$ cat src/rtl/serial_port_pkg.sv
// Shared types and frame helpers for the serial port.
// Assumes frames of at most 12 bits: start + 8 data + parity + 2 stop.
package serial_port_pkg;

    typedef struct packed {
        logic stop2;
        logic odd;
        logic par_en;
        logic len8;
    } fmt_t;

    localparam logic [2:0] ADR_STAT = 3'd0;
    localparam logic [2:0] ADR_TXD  = 3'd1;
    localparam logic [2:0] ADR_RXD  = 3'd2;
    localparam logic [2:0] ADR_FMT  = 3'd3;
    localparam logic [2:0] ADR_CTL  = 3'd4;
    localparam int FRAME_W = 12;

    // Parity bit over the active data bits.
    function automatic logic parity_of(input logic [7:0] d, input fmt_t f);
        logic [7:0] m;
        m = f.len8 ? d : {1'b0, d[6:0]};
        return (^m) ^ f.odd;
    endfunction

    // Number of bit slots in one frame.
    function automatic logic [3:0] frame_len(input fmt_t f);
        return 4'd1 + (f.len8 ? 4'd8 : 4'd7) + {3'b000, f.par_en} + (f.stop2 ? 4'd2 : 4'd1);
    endfunction

    // Full frame, LSB sent first, unused upper slots high.
    function automatic logic [FRAME_W-1:0] build_frame(input logic [7:0] d, input fmt_t f);
        logic [FRAME_W-1:0] fr;
        fr = '1;
        fr[0] = 1'b0;
        for (int i = 0; i < 8; i++) begin
            if (i < 7 || f.len8) fr[i+1] = d[i];
        end
        if (f.par_en) begin
            if (f.len8) fr[9] = parity_of(d, f);
            else        fr[8] = parity_of(d, f);
        end
        return fr;
    endfunction

endpackage

$ cat src/rtl/serial_tx.sv
// Frame transmitter: loads a whole frame into a shift register and moves
// one slot every TICKS oversampling pulses. Assumes start only when idle.
module serial_tx
    import serial_port_pkg::*;
#(
    parameter int TICKS = 16
) (
    input  logic       clk,
    input  logic       rst_n,
    input  logic       tick,
    input  logic       start,
    input  logic [7:0] data,
    input  fmt_t       fmt,
    output logic       txd,
    output logic       busy,
    output logic       done
);
    localparam int TW = $clog2(TICKS);

    logic [FRAME_W-1:0] sh_q;
    logic [3:0]         left_q;
    logic [TW-1:0]      tcnt_q;
    logic               slot_end;

    assign slot_end = busy && tick && (tcnt_q == TW'(TICKS - 1));
    assign done     = slot_end && (left_q == 4'd0);
    assign txd      = busy ? sh_q[0] : 1'b1;

    // Load a frame, then shift it out slot by slot.
    always_ff @(posedge clk) begin
        if (!rst_n) begin
            sh_q   <= '1;
            left_q <= '0;
            tcnt_q <= '0;
            busy   <= 1'b0;
        end else if (start && !busy) begin
            sh_q   <= build_frame(data, fmt);
            left_q <= frame_len(fmt) - 4'd1;
            tcnt_q <= '0;
            busy   <= 1'b1;
        end else if (busy && tick) begin
            if (slot_end) begin
                tcnt_q <= '0;
                if (left_q == 4'd0) begin
                    busy <= 1'b0;
                end else begin
                    sh_q   <= {1'b1, sh_q[FRAME_W-1:1]};
                    left_q <= left_q - 4'd1;
                end
            end else begin
                tcnt_q <= tcnt_q + 1'b1;
            end
        end
    end

    // Each frame opens with a low start bit.
    assert_start_low_R2: assert property (@(posedge clk) disable iff (!rst_n)
        $rose(busy) |-> !txd);

endmodule

$ cat src/rtl/serial_rx.sv
// Frame receiver: after a falling edge it confirms the start bit at mid-bit,
// then samples each later bit at its centre. Needs the line high again
// before it accepts a new start edge (guards against a low stop bit).
module serial_rx
    import serial_port_pkg::*;
#(
    parameter int TICKS = 16
) (
    input  logic       clk,
    input  logic       rst_n,
    input  logic       tick,
    input  logic       en,
    input  logic       rxd,
    input  fmt_t       fmt,
    output logic       done,
    output logic [7:0] data,
    output logic       perr,
    output logic       ferr
);
    localparam int TW = $clog2(TICKS);
    typedef enum logic [2:0] {S_IDLE, S_START, S_DATA, S_PAR, S_STOP} rx_state_t;

    rx_state_t     st_q;
    logic [1:0]    sync_q;
    logic          rx;
    logic          armed_q;
    logic [TW-1:0] cnt_q;
    logic [2:0]    bit_q;
    logic [7:0]    sh_q;
    logic          mid;

    assign rx   = sync_q[1];
    assign mid  = tick && (cnt_q == TW'(TICKS - 1));
    assign data = fmt.len8 ? sh_q : {1'b0, sh_q[7:1]};
    assign done = (st_q == S_STOP) && mid;
    assign ferr = !rx;

    // Two-flop synchronizer on the serial input.
    always_ff @(posedge clk) begin
        if (!rst_n) sync_q <= 2'b11;
        else        sync_q <= {sync_q[0], rxd};
    end

    // Receive state machine.
    always_ff @(posedge clk) begin
        if (!rst_n) begin
            st_q    <= S_IDLE;
            armed_q <= 1'b0;
            cnt_q   <= '0;
            bit_q   <= '0;
            sh_q    <= '0;
            perr    <= 1'b0;
        end else begin
            case (st_q)
                S_IDLE: begin
                    if (rx) armed_q <= 1'b1;
                    if (en && armed_q && tick && !rx) begin
                        st_q    <= S_START;
                        armed_q <= 1'b0;
                        cnt_q   <= '0;
                        perr    <= 1'b0;
                    end
                end
                S_START: if (tick) begin
                    if (cnt_q == TW'(TICKS / 2 - 1)) begin
                        cnt_q <= '0;
                        bit_q <= '0;
                        st_q  <= rx ? S_IDLE : S_DATA;
                    end else begin
                        cnt_q <= cnt_q + 1'b1;
                    end
                end
                S_DATA: if (tick) begin
                    cnt_q <= cnt_q + 1'b1;
                    if (mid) begin
                        sh_q  <= {rx, sh_q[7:1]};
                        bit_q <= bit_q + 3'd1;
                        if (bit_q == (fmt.len8 ? 3'd7 : 3'd6))
                            st_q <= fmt.par_en ? S_PAR : S_STOP;
                    end
                end
                S_PAR: if (tick) begin
                    cnt_q <= cnt_q + 1'b1;
                    if (mid) begin
                        perr <= rx ^ parity_of(data, fmt);
                        st_q <= S_STOP;
                    end
                end
                default: if (tick) begin
                    cnt_q <= cnt_q + 1'b1;
                    if (mid) st_q <= S_IDLE;
                end
            endcase
        end
    end

    // A confirmed start bit must have been low at mid-bit.
    assert_start_confirm_R2: assert property (@(posedge clk) disable iff (!rst_n)
        (st_q == S_START && $past(st_q) == S_START && tick && cnt_q == TW'(TICKS / 2 - 1) && !rx)
        |=> st_q == S_DATA);

endmodule

$ cat src/rtl/serial_rxq.sv
// Two-entry receive queue, oldest entry at the head. Assumes at most one
// push and one pop per cycle; a push into a full queue without a pop is dropped.
module serial_rxq #(
    parameter int W = 8
) (
    input  logic         clk,
    input  logic         rst_n,
    input  logic         push,
    input  logic [W-1:0] din,
    input  logic         pop,
    output logic [W-1:0] head,
    output logic [1:0]   count,
    output logic         drop
);
    logic [W-1:0] e0_q, e1_q;
    logic         pop_ok, push_ok;

    assign pop_ok  = pop && (count != 2'd0);
    assign push_ok = push && (count != 2'd2 || pop_ok);
    assign drop    = push && !push_ok;
    assign head    = (count != 2'd0) ? e0_q : '0;

    // Queue update for push, pop or both.
    always_ff @(posedge clk) begin
        if (!rst_n) begin
            e0_q  <= '0;
            e1_q  <= '0;
            count <= 2'd0;
        end else begin
            case ({push_ok, pop_ok})
                2'b10: begin
                    if (count == 2'd0) e0_q <= din;
                    else               e1_q <= din;
                    count <= count + 2'd1;
                end
                2'b01: begin
                    e0_q  <= e1_q;
                    count <= count - 2'd1;
                end
                2'b11: begin
                    if (count == 2'd1) begin
                        e0_q <= din;
                    end else begin
                        e0_q <= e1_q;
                        e1_q <= din;
                    end
                end
                default: ;
            endcase
        end
    end

    // A push into a full queue keeps the held entries.
    assert_full_keeps_R8: assert property (@(posedge clk) disable iff (!rst_n)
        (push && !pop && count == 2'd2) |=> (count == 2'd2 && $stable(e0_q) && $stable(e1_q)));

    // Popping the only entry empties the queue.
    assert_pop_last_R7: assert property (@(posedge clk) disable iff (!rst_n)
        (pop && !push && count == 2'd1) |=> count == 2'd0);

endmodule

$ cat src/rtl/serial_port.sv
// Register front end of the serial port: format and control registers,
// transmit holding register, sticky status flags and interrupt combine.
// Assumes tick16 comes from an external baud generator, one clock wide.
module serial_port
    import serial_port_pkg::*;
#(
    parameter int TICKS = 16
) (
    input  logic       clk,
    input  logic       rst_n,
    input  logic       tick16,
    input  logic [2:0] reg_addr,
    input  logic       reg_wr,
    input  logic [7:0] reg_wdata,
    input  logic       reg_rd,
    output logic [7:0] reg_rdata,
    input  logic       rxd,
    output logic       txd,
    output logic       irq
);
    fmt_t       fmt_q;
    logic       en_q, two_q, ie_txe_q, ie_rxf_q, ie_err_q, ie_eot_q;
    logic       eot_q, fe_q, pe_q, oe_q;
    logic [7:0] hold_q;
    logic       hold_v_q;
    logic       tx_busy, tx_done, tx_start;
    logic       rx_done, rx_perr, rx_ferr, q_drop, q_pop;
    logic [7:0] rx_data, q_head;
    logic [1:0] q_count;
    logic       wr_stat, q_full;
    logic [7:0] status;

    assign wr_stat  = reg_wr && reg_addr == ADR_STAT;
    assign tx_start = hold_v_q && en_q && !tx_busy;
    assign q_pop    = reg_rd && reg_addr == ADR_RXD;
    assign q_full   = two_q ? (q_count == 2'd2) : (q_count != 2'd0);
    assign status   = {eot_q, fe_q, pe_q, oe_q, q_count == 2'd2, tx_busy, q_count != 2'd0, !hold_v_q};

    serial_tx #(.TICKS(TICKS)) tx_i (
        .clk(clk), .rst_n(rst_n), .tick(tick16), .start(tx_start), .data(hold_q),
        .fmt(fmt_q), .txd(txd), .busy(tx_busy), .done(tx_done));

    serial_rx #(.TICKS(TICKS)) rx_i (
        .clk(clk), .rst_n(rst_n), .tick(tick16), .en(en_q), .rxd(rxd), .fmt(fmt_q),
        .done(rx_done), .data(rx_data), .perr(rx_perr), .ferr(rx_ferr));

    serial_rxq #(.W(8)) q_i (
        .clk(clk), .rst_n(rst_n), .push(rx_done), .din(rx_data), .pop(q_pop),
        .head(q_head), .count(q_count), .drop(q_drop));

    // Format and control registers.
    always_ff @(posedge clk) begin
        if (!rst_n) begin
            fmt_q <= '0;
            {ie_eot_q, ie_err_q, ie_rxf_q, ie_txe_q, two_q, en_q} <= '0;
        end else if (reg_wr) begin
            if (reg_addr == ADR_FMT) fmt_q <= fmt_t'(reg_wdata[3:0]);
            if (reg_addr == ADR_CTL)
                {ie_eot_q, ie_err_q, ie_rxf_q, ie_txe_q, two_q, en_q} <=
                    {reg_wdata[7:4], reg_wdata[1:0]};
        end
    end

    // Transmit holding register: filled by software, drained by the shifter.
    always_ff @(posedge clk) begin
        if (!rst_n) begin
            hold_q   <= '0;
            hold_v_q <= 1'b0;
        end else if (tx_start) begin
            hold_v_q <= 1'b0;
        end else if (reg_wr && reg_addr == ADR_TXD && !hold_v_q) begin
            hold_q   <= reg_wdata;
            hold_v_q <= 1'b1;
        end
    end

    // Sticky status flags: hardware sets win over write-1-to-clear.
    always_ff @(posedge clk) begin
        if (!rst_n) begin
            {eot_q, fe_q, pe_q, oe_q} <= '0;
        end else begin
            eot_q <= (tx_done && !hold_v_q) || (eot_q && !(wr_stat && reg_wdata[7]));
            fe_q  <= (rx_done && rx_ferr)   || (fe_q  && !(wr_stat && reg_wdata[6]));
            pe_q  <= (rx_done && rx_perr)   || (pe_q  && !(wr_stat && reg_wdata[5]));
            oe_q  <= q_drop                 || (oe_q  && !(wr_stat && reg_wdata[4]));
        end
    end

    // Read multiplexer; unused bits and addresses read 0.
    always_comb begin
        case (reg_addr)
            ADR_STAT: reg_rdata = status;
            ADR_TXD:  reg_rdata = hold_q;
            ADR_RXD:  reg_rdata = q_head;
            ADR_FMT:  reg_rdata = {4'h0, fmt_q};
            ADR_CTL:  reg_rdata = {ie_eot_q, ie_err_q, ie_rxf_q, ie_txe_q, 2'b00, two_q, en_q};
            default:  reg_rdata = 8'h00;
        endcase
    end

    // Interrupt combine.
    assign irq = (ie_eot_q && eot_q) || (ie_err_q && (fe_q || pe_q || oe_q)) ||
                 (ie_rxf_q && q_full) || (ie_txe_q && !hold_v_q);

    assert_eot_w1c_R6: assert property (@(posedge clk) disable iff (!rst_n)
        (wr_stat && reg_wdata[7] && !tx_done) |=> !eot_q);

    assert_quiet_when_off_R11: assert property (@(posedge clk) disable iff (!rst_n)
        !en_q |=> !$rose(tx_busy));

    assert_ferr_from_frame_R9: assert property (@(posedge clk) disable iff (!rst_n)
        $rose(fe_q) |-> $past(rx_done));

    assert_hold_fill_R5: assert property (@(posedge clk) disable iff (!rst_n)
        (reg_wr && reg_addr == ADR_TXD && !hold_v_q) |=> !status[0]);

endmodule

$ cat config.mk
export PLATFORM = sky130hd
export DESIGN_NAME = serial_port
export DESIGN_NICKNAME = d
export VERILOG_FILES = /design/src/rtl/serial_port_pkg.sv /design/src/rtl/serial_tx.sv /design/src/rtl/serial_rx.sv /design/src/rtl/serial_rxq.sv /design/src/rtl/serial_port.sv
export SDC_FILE = /design/constraint.sdc
export NUM_CORES = 1
export LEC_CHECK = 0
export BUFFER_PORTS_ARGS = -buffer_cell sky130_fd_sc_hd__buf_2
export CORE_UTILIZATION = 55
export CTS_CLUSTER_DIAMETER = 200
export DETAILED_ROUTE_END_ITERATION = 16
export PLACE_DENSITY = 0.71
export SYNTH_ARGS = -nofsm -noshare
export SYNTH_HDL_FRONTEND = slang
export SYNTH_HIERARCHICAL = 1
export SYNTH_SLANG_ARGS = --single-unit
$ cat constraint.sdc
create_clock -name clk -period 2.6 [get_ports clk]
set_clock_uncertainty 0.15 [all_clocks]
set_input_delay 0 -clock clk [delete_from_list [all_inputs] [get_ports clk]]
set_output_delay 0 -clock clk [all_outputs]
set_load 0.01 [all_outputs]
==> flow_summary.toml, run 1 <==
[outcome]
outcome = "finished, final reports clean"

[sta]
setup_viol = 0
period_needed_ps = 2360
fin_crit_sh_pct = 90.7
worst_slew_pin_slew_ps = 626
max_freq_mhz = 424
setup_tns_ps = 0
rsz0062_at_grt = "no"
fin_ws_ps = 241
drv_slew = 0
hold_violations = 0
maxSlewHeadroom_pct = 58.0

[critical_path]
critPathArrivalTime_ps = 2210
timing.critical_path.buf_inv = 2
critPathCaptureType = "output pin"
critical-path-max-stage-delay_ps = 450
r2r_start = "rx_i/cnt_q[0]"
crit_slowest_cell = "mux4_2"
path_cells = "inv_1 -> ha_1 -> and2b_2 -> mux4_2 -> nor2b_1 -> buf_2"
critical_path_required_ps = 2450
worstReg2RegEnd = "q_i/e1_q[2]"
path_delay_family = "multiplexers"
worst_setup_path_start_kind = "flip-flop"
path_class = "flip-flop to output pin"
regToRegSetupSlack_ps = 400
worstRegToRegCells = 7
path_max_fanout = 10

[route]
drt_iter0_drc = 128
post_drt_wl_per_cell_um = 15.4
drt-pass1-iter-count = 4
ant_nets = 0
wirelength_um = 10500
vias = 3840
drc_errors = 0
via_per_inst = 5.64

[yosys]
synth.most_common_cell = "dfxtp_1"
yosysTopAreaCellShare_pct = 35.1
synthCells = 536
ys_warn_count = 6
synth_fp_nets = 564
ys.flop_type = "dfxtp_1"
synthTopCellsByCount = "dfxtp_1 (82), nand2_1 (76), nor2_1 (38), mux2i_1 (37), o21ai_0 (36)"
ys_async_sr_fraction_pct = 0
syn_area_um2 = 4670
yosysUniqueCellTypes = 73
ys_seq_area_share_pct = 35.1
synth_edf_count = 0
yosys.area.top_type = "dfxtp_1"
syn_avg_cell_area_um2 = 8.72
yosys-top-cells-area = "dfxtp_1 (35%), mux2i_1 (7.9%), nand2_1 (6.1%)"
synth_seq_cells = 82

[clocking]
cts_tree = "done"
htree_num_levels = 3
cts_buffer_depth = 2
clk_latency_ps = 360
cts_setup_buffers = 0
cts_root_buf = "clkbuf_8"
ctsHoldBuffers = 13
cts_resized = 0
clk_pin_slew_ps = 90
numCtsBuffers = 9
clkSinkCount = 82

[grt]
grt.total_usage_pct = 25.0
grt_max_degree = 26
grt.met1_usage_pct = 30.9
grt_use_met2_pct = 41.7
grt_pass1_vias = 3711
use_met3_pct = 4.69
grt_antenna_before_repair = 0
gr-total-overflow = 0
grt_pass1_wl_um = 17300
grt-busiest-layer = "met2"

[worst_hold_path]
hp-start = "reg_addr[2]"
whs_path_depth = 4
holdPathEnd = "hold_v_q"
hp-class = "input port to flip-flop"

[power_and_ir_drop]
clockPowerShare_pct = 40.8
seq_power_share_pct = 53.0
peakVddDrop_mv = 0.354
leakage_nw = 2.11
combPwrFrac_pct = 6.3
power_density_nw_per_um2 = 466
p_sw_share_pct = 25.7
p_switching_mw = 0.619
internal_power_mw = 1.79

[placement]
dpl.hpwl_um = 7410
post-place-ws_ps = 413
io_buffers = 26
gp_congestion = 0.804

[finish]
fillers = 720
drive_gt1_share_pct = 15.8
final_net_count = 599
multiInputGateArea_um2 = 2790
n_antenna_cell = 0
fin_util_pct = 63.0
regArea_um2 = 1640
syn_to_final_growth_pct = 10.8

[die]
ios = 27
start_util_pct = 56.9
die_y_um = 94.2
fp.dieArea_um2 = 8870
core-area_um2 = 8220
placementRows = 33
die_x_um = 94.2

[run]
cap_violations = 0
==> stage by stage <==
stage               hold WS (ps)  power [mW]  cells  instance area, µm²
detailed placement          40.0        1.44    652                4840
CTS                          116        2.43    681                5180
global placement            32.8        1.44    652                4840
floorplan                  -77.0        1.40    536                4670
finish                       142        2.41    681                5180
global route                 198        2.50    681                5180
==> layout by cell type, fill, tap and decap left out, types with 2 or more instances in the layout <==
| master | Yosys | final |
|---|---|---|
| dfxtp_1 | 82 | 82 |
| nand2_1 | 76 | 76 |
| nor2_1 | 38 | 38 |
| mux2i_1 | 37 | 37 |
| o21ai_0 | 36 | 36 |
| buf_2 | 5 | 26 |
| nand3_1 | 20 | 20 |
| xnor2_1 | 18 | 18 |
| inv_1 | 17 | 17 |
| nor2b_1 | 17 | 17 |
| a21oi_1 | 15 | 15 |
| dlygate4sd3_1 | 0 | 13 |
| a31oi_1 | 12 | 12 |
| nand2b_1 | 11 | 11 |
| clkbuf_8 | 0 | 9 |
| buf_4 | 6 | 9 |
| and2b_2 | 9 | 9 |
| ha_1 | 9 | 9 |
| mux2_2 | 8 | 8 |
| nor3_1 | 8 | 8 |
| and3_1 | 8 | 8 |
| nand3b_1 | 7 | 7 |
| a211oi_1 | 6 | 6 |
| a22oi_1 | 5 | 5 |
| a21boi_0 | 5 | 5 |
| nor3b_1 | 5 | 5 |
| o31ai_1 | 4 | 4 |
| o211ai_1 | 4 | 4 |
| inv_6 | 0 | 4 |
| o21ai_1 | 3 | 3 |
| xor2_1 | 3 | 3 |
| o211a_1 | 2 | 2 |
| or2_2 | 2 | 2 |
| mux4_2 | 2 | 2 |
| a311oi_1 | 2 | 2 |
| clkinv_4 | 0 | 2 |
| and3_2 | 2 | 2 |
| clkinv_1 | 2 | 2 |
| or3b_2 | 2 | 2 |
| fa_1 | 2 | 2 |
==> layout make-up <==
cell class              instances  share of cell area [%]
multi-input cells             410                    54.0
flip-flops and latches         82                    31.7
repair buffers                 48                    6.33
well taps                     105                    2.54
clock buffers                   9                    2.39
clock inverters                 7                    1.60
inverters                      20                    1.45
==> worst reg2reg max path: cells and delay by family, from the launching register on <==
kind	cells	cell delay [ps]
adder cells (fa/ha/maj)	1	290
AND/OR/NAND/NOR	3	560
AO/OA/AOI/OAI	1	250
buffers and inverters	1	210
multiplexers	1	240
flip-flops	1	400
==> routing by layer <==
layer | up-vias | part of all wire (%)
met3 | 20 | 4.5
met5 | - | 0
met1 | 1789 | 45
met4 | 0 | 2.2
met2 | 85 | 48
li1 | 1946 | -
==> how the worst max path moves through the flow <==
| stage | cells after the start | startpoint | to | slack (ps) |
|---|---|---|---|---|
| 3_3_place_gp | 7 | rx_i/cnt_q[0] | q_i/e1_q[6] | 450 |
| 5_1_grt | 6 | q_i/count[0] | reg_rdata[2] | 130 |
| 4_1_cts | 6 | q_i/count[0] | reg_rdata[3] | 230 |
| 3_5_place_dp | 7 | fmt_q[0] | tx_i/left_q[1] | 410 |
| 6_report | 6 | q_i/count[0] | reg_rdata[3] | 240 |
| 2_1_floorplan | 7 | fmt_q[0] | tx_i/left_q[1] | 540 |
==> power by group through the flow <==
stage	Sequential, mW	Clock [mW]	Combinational (mW)
after global placement	1.31	0	0.131
after global routing	1.28	1.06	0.165
after detailed placement	1.31	0	0.133
after CTS	1.28	1.01	0.150
final	1.28	0.982	0.151
after floorplan	1.30	0	0.0946
==> registers in the layout (all words and copies together) (netlist names), 2 cells and up <==
name and flops:
fmt_q 4, tx_i/left_q 4, tx_i/tcnt_q 4, q_i/e0_q 8, rx_i/st_q 3, rx_i/bit_q 3
rx_i/sync_q 2, rx_i/sh_q 8, q_i/e1_q 8, tx_i/sh_q 10, q_i/count 2, rx_i/cnt_q 4
hold_q 8
==> logic make-up (layout without fill, tap and decap cells) <==
kind of cell               after synthesis  count (layout)  synth area share [%]
DFF                                     82              82                  35.1
xor gates and xnor gates                23              23                  4.77
AOI/OAI and AO/OA                      107             107                  15.5
adders and majority gates               11              11                  3.27
buffers and inverters                   44              84                  5.06
muxes                                   48              48                  11.1
and+or+nand+nor                        221             221                  25.1
No activity file was read; power rests on OpenSTA's default activity.
==> inputs of run 2 (changes only) <==
CORE_UTILIZATION = 54   (was 55)
PLACE_DENSITY = 0.82   (was 0.71)
==> flow_summary.toml, run 2 (same netlist as run 1, synthesis figures left out) <==
[power_and_ir_drop]
peakVddDrop_mv = 0.381
fin_total_pwr_mw = 2.45
power_density_nw_per_um2 = 473
leakage_nw = 2.10

[clocking]
cts_root_buf = "clkbuf_8"
cts_tree = "done"
clk_pin_slew_ps = 90
htree_num_levels = 3
cts_buffer_depth = 2
clk_latency_ps = 360
clkSinkCount = 82
numCtsBuffers = 9

[sta]
setup_tns_ps = 0
setup_viol = 0
period_needed_ps = 2340
max_freq_mhz = 427
worst_slew_pin_slew_ps = 589
hold_violations = 0
drv_slew = 0
fin_crit_sh_pct = 90.2
maxSlewHeadroom_pct = 60.8
rsz0062_at_grt = "no"

[die]
die_x_um = 95.0
start_util_pct = 56.3
placementRows = 33
die_y_um = 95.0
fp.dieArea_um2 = 9030
ios = 27
core-area_um2 = 8300

[route]
via_per_inst = 5.78
drc_errors = 0
vias = 3939
wirelength_um = 10500
drt_iter0_drc = 301
drt-pass1-iter-count = 5
post_drt_wl_per_cell_um = 15.5
ant_nets = 0

[finish]
drive_gt1_share_pct = 15.6
final_cell_mix = "dfxtp_1 (82), nand2_1 (76), nor2_1 (38)"
final_net_count = 599
regMostFlops = "tx_i/sh_q"
largest_reg_flops = 10
n_antenna_cell = 0
fin_util_pct = 62.5
syn_to_final_growth_pct = 11.1
final_common_cell = "dfxtp_1"

[worst_hold_path]
hp-class = "input port to flip-flop"
holdPathEnd = "hold_v_q"
whs_path_depth = 5
hp-start = "reg_addr[0]"

[critical_path]
worst_setup_path_start_kind = "flip-flop"
critical_path_required_ps = 2450
path_class = "flip-flop to output pin"
r2r_start = "rx_i/cnt_q[0]"
worstRegToRegCells = 7
critPathCaptureType = "output pin"
worstReg2RegEnd = "q_i/e0_q[6]"
critPathArrivalTime_ps = 2190
path_max_fanout = 10
regToRegSetupSlack_ps = 360

[grt]
grt_pass1_vias = 3776
grt_pass1_wl_um = 17200
grt.total_usage_pct = 24.6
grt_max_degree = 34
grt_antenna_before_repair = 0
gr-total-overflow = 0

[outcome]
outcome = "finished, final reports clean"

[run]
cap_violations = 0

[placement]
dpl.hpwl_um = 7480
gp_congestion = 0.852
io_buffers = 26
## run 2: changes by cell type in the layout (fill, tap and decap cells not counted), sizes merged
| cell | before | now |
|---|---|---|
| inv | 22 | 18 |
| clkinvlp | 0 | 3 |
| bufinv | 1 | 2 |
| clkbuf | 9 | 10 |
| clkinv | 4 | 3 |
## run 2: per-layer routing
layer / up-vias / share of wire [%] / global-route usage [%] / routed length [µm]
li1: 1943 / - / - / -
met1: 1873 / 45 / 29.7 / 4700
met2: 101 / 49 / 42.3 / 5120
met3: 22 / 5.0 / 5.34 / 531
met4: 0 / 1.8 / 9.97 / 189
met5: - / 0 / 0 / 0
## run 2: report_power, final
group	internal (mW)	switching (mW)
registers	1.26	0.0117
clock network	0.542	0.478
logic	0.0675	0.0889
## run 2: worst max path at each step
stage / start / to / slack, ps / cells past startpoint
3_3_place_gp: rx_i/cnt_q[0] / q_i/e1_q[5] / 460 / 7
3_5_place_dp: rx_i/cnt_q[0] / q_i/e1_q[0] / 380 / 7
6_report: q_i/count[1] / reg_rdata[2] / 260 / 6
2_1_floorplan: fmt_q[0] / tx_i/left_q[1] / 540 / 7
5_1_grt: rx_i/cnt_q[0] / q_i/e0_q[6] / 130 / 7
4_1_cts: q_i/count[1] / reg_rdata[3] / 260 / 6
## run 2: timing repair
action	in CTS	in global routing
resized for setup	0	0
hold buffers	13	0
buffers inserted	0	0
hold endpoints to repair	38	0
## run 2: worst max-delay path, cell delays in order, from the launching register on
cell and delay [ps]:
dfxtp_1 390, inv_1 130, ha_1 320, and2b_2 260
mux4_2 430, nor2b_1 160, buf_2 150
## run 2: area by class of cell
type	count	area [µm²]
Sequential cell	82	1640
Fill cell	687	3110
Clock inverter	6	91.3
Tap cell	105	131
Clock buffer	10	128
Inverter	20	75.1
Multi-Input combinational cell	410	2790
Timing Repair Buffer	48	328
## run 2: metrics by stage
step           instance area [µm²]  hold slack [ps]  worst slack [ps]  cells
2_1_floorplan                 4670            -77.0               542    536
3_3_place_gp                  4840             37.9               465    652
3_5_place_dp                  4840             39.2               379    652
4_1_cts                       5190              101               260    681
5_1_grt                       5190              127               132    681
6_report                      5190              118               256    681
==> inputs of run 3 (changes only) <==
PLACE_DENSITY = 0.72   (was 0.82)
==> flow_summary.toml, run 3 (same netlist as run 1, synthesis figures left out) <==
[die]
die_y_um = 95.0
ios = 27
fp.dieArea_um2 = 9030
start_util_pct = 56.3
placementRows = 33
core-area_um2 = 8300
die_x_um = 95.0

[sta]
drv_slew = 0
setup_tns_ps = 0
max_freq_mhz = 435
whs_ps = 163
rsz0062_at_grt = "no"
worst_slew_pin_slew_ps = 608
fin_crit_sh_pct = 88.4
period_needed_ps = 2300
setup_viol = 0
hold_violations = 0
maxSlewHeadroom_pct = 59.5

[clocking]
numCtsBuffers = 9
htree_num_levels = 3
clk_pin_slew_ps = 90
clkSinkCount = 82
cts_buffer_depth = 2
cts_tree = "done"
cts_root_buf = "clkbuf_8"
clk_latency_ps = 350

[grt]
grt_antenna_before_repair = 0
gr-total-overflow = 0
grt.total_usage_pct = 24.1
grt_pass1_vias = 3507
grt_max_degree = 43
grt_pass1_wl_um = 16900

[route]
post_drt_wl_per_cell_um = 15.2
drt_iter0_drc = 202
drt-pass1-iter-count = 5
drc_errors = 0
via_per_inst = 5.58
wirelength_um = 10400
ant_nets = 0
vias = 3810

[finish]
largest_reg_flops = 10
final_net_count = 602
syn_to_final_growth_pct = 11.2
regArea_um2 = 1640
design_area_um2 = 5200
final_cell_mix = "dfxtp_1 (82), nand2_1 (76), nor2_1 (38)"
drive_gt1_share_pct = 15.9
final_common_cell = "dfxtp_1"
fillers = 705
regMostFlops = "tx_i/sh_q"
multiInputGateArea_um2 = 2790
n_antenna_cell = 0

[placement]
place_area_um2 = 4850
io_buffers = 26
dpl.hpwl_um = 7360
gp_congestion = 0.824

[critical_path]
path_class = "flip-flop to output pin"
worst_setup_path_start_kind = "flip-flop"
critPathCaptureType = "output pin"
worstRegToRegCells = 7
regToRegSetupSlack_ps = 380
critical_path_required_ps = 2450
path_max_fanout = 10
critPathArrivalTime_ps = 2150

[worst_hold_path]
whs_path_depth = 4
hp-class = "input port to flip-flop"

[outcome]
outcome = "finished, final reports clean"

[power_and_ir_drop]
leakage_nw = 2.12
fin_total_pwr_mw = 2.39
peakVddDrop_mv = 0.277
power_density_nw_per_um2 = 460

[run]
cap_violations = 0
==> run 3: critical path: stages (launching register included) <==
cell,delay (ps)
dfxtp_1,380
inv_1,110
ha_1,310
and2b_2,260
mux4_2,450
nor2b_1,140
buf_2,140
==> run 3: final timing paths <==
| check | startpoint | to |
|---|---|---|
| max | q_i/count[0] | reg_rdata[3] |
| min | reg_addr[2] | hold_v_q |
| max reg2reg | rx_i/cnt_q[0] | q_i/e1_q[0] |
| min reg2reg | rx_i/sync_q[0] | rx_i/sync_q[1] |
==> run 3: metrics by stage <==
stage                     util [%]  cells  setup slack, ps
after floorplan                  -    536              542
after global placement        58.5    654              480
after detailed placement      58.5    654              408
after CTS                     62.6    683              303
after global routing          62.6    683              184
final                         62.6    683              301
==> run 3: area by class of cell <==
type / instances / area share, %
Clock buffer: 11 / 2.91
Multi-Input combinational cell: 410 / 53.8
Timing Repair Buffer: 51 / 6.79
Tap cell: 105 / 2.53
Inverter: 20 / 1.44
Clock inverter: 4 / 0.987
Sequential cell: 82 / 31.6
==> run 3: where the power goes <==
part           total, mW  internal, mW  leakage (nW)  switching, mW
Combinational      0.152        0.0680          1.36         0.0843
Sequential          1.28          1.26         0.662         0.0120
Clock              0.961         0.492         0.101          0.470
Total               2.39          1.82          2.12          0.566
==> run 3: routing by layer <==
layer | routed length, µm | part of all wire [%] | vias up | track usage (%)
li1 | - | - | 1950 | -
met4 | 106 | 1.0 | 0 | 7.20
met1 | 4900 | 47 | 1770 | 31.8
met3 | 424 | 4.1 | 9 | 3.91
met5 | 0 | 0 | - | 0
met2 | 4940 | 48 | 81 | 40.3
==> run 3: what timing repair did <==
action,4_1_cts,5_1_grt
endpoints found under the hold margin,37,0
gates resized for setup,0,0
hold buffers,14,0
setup buffers,0,0
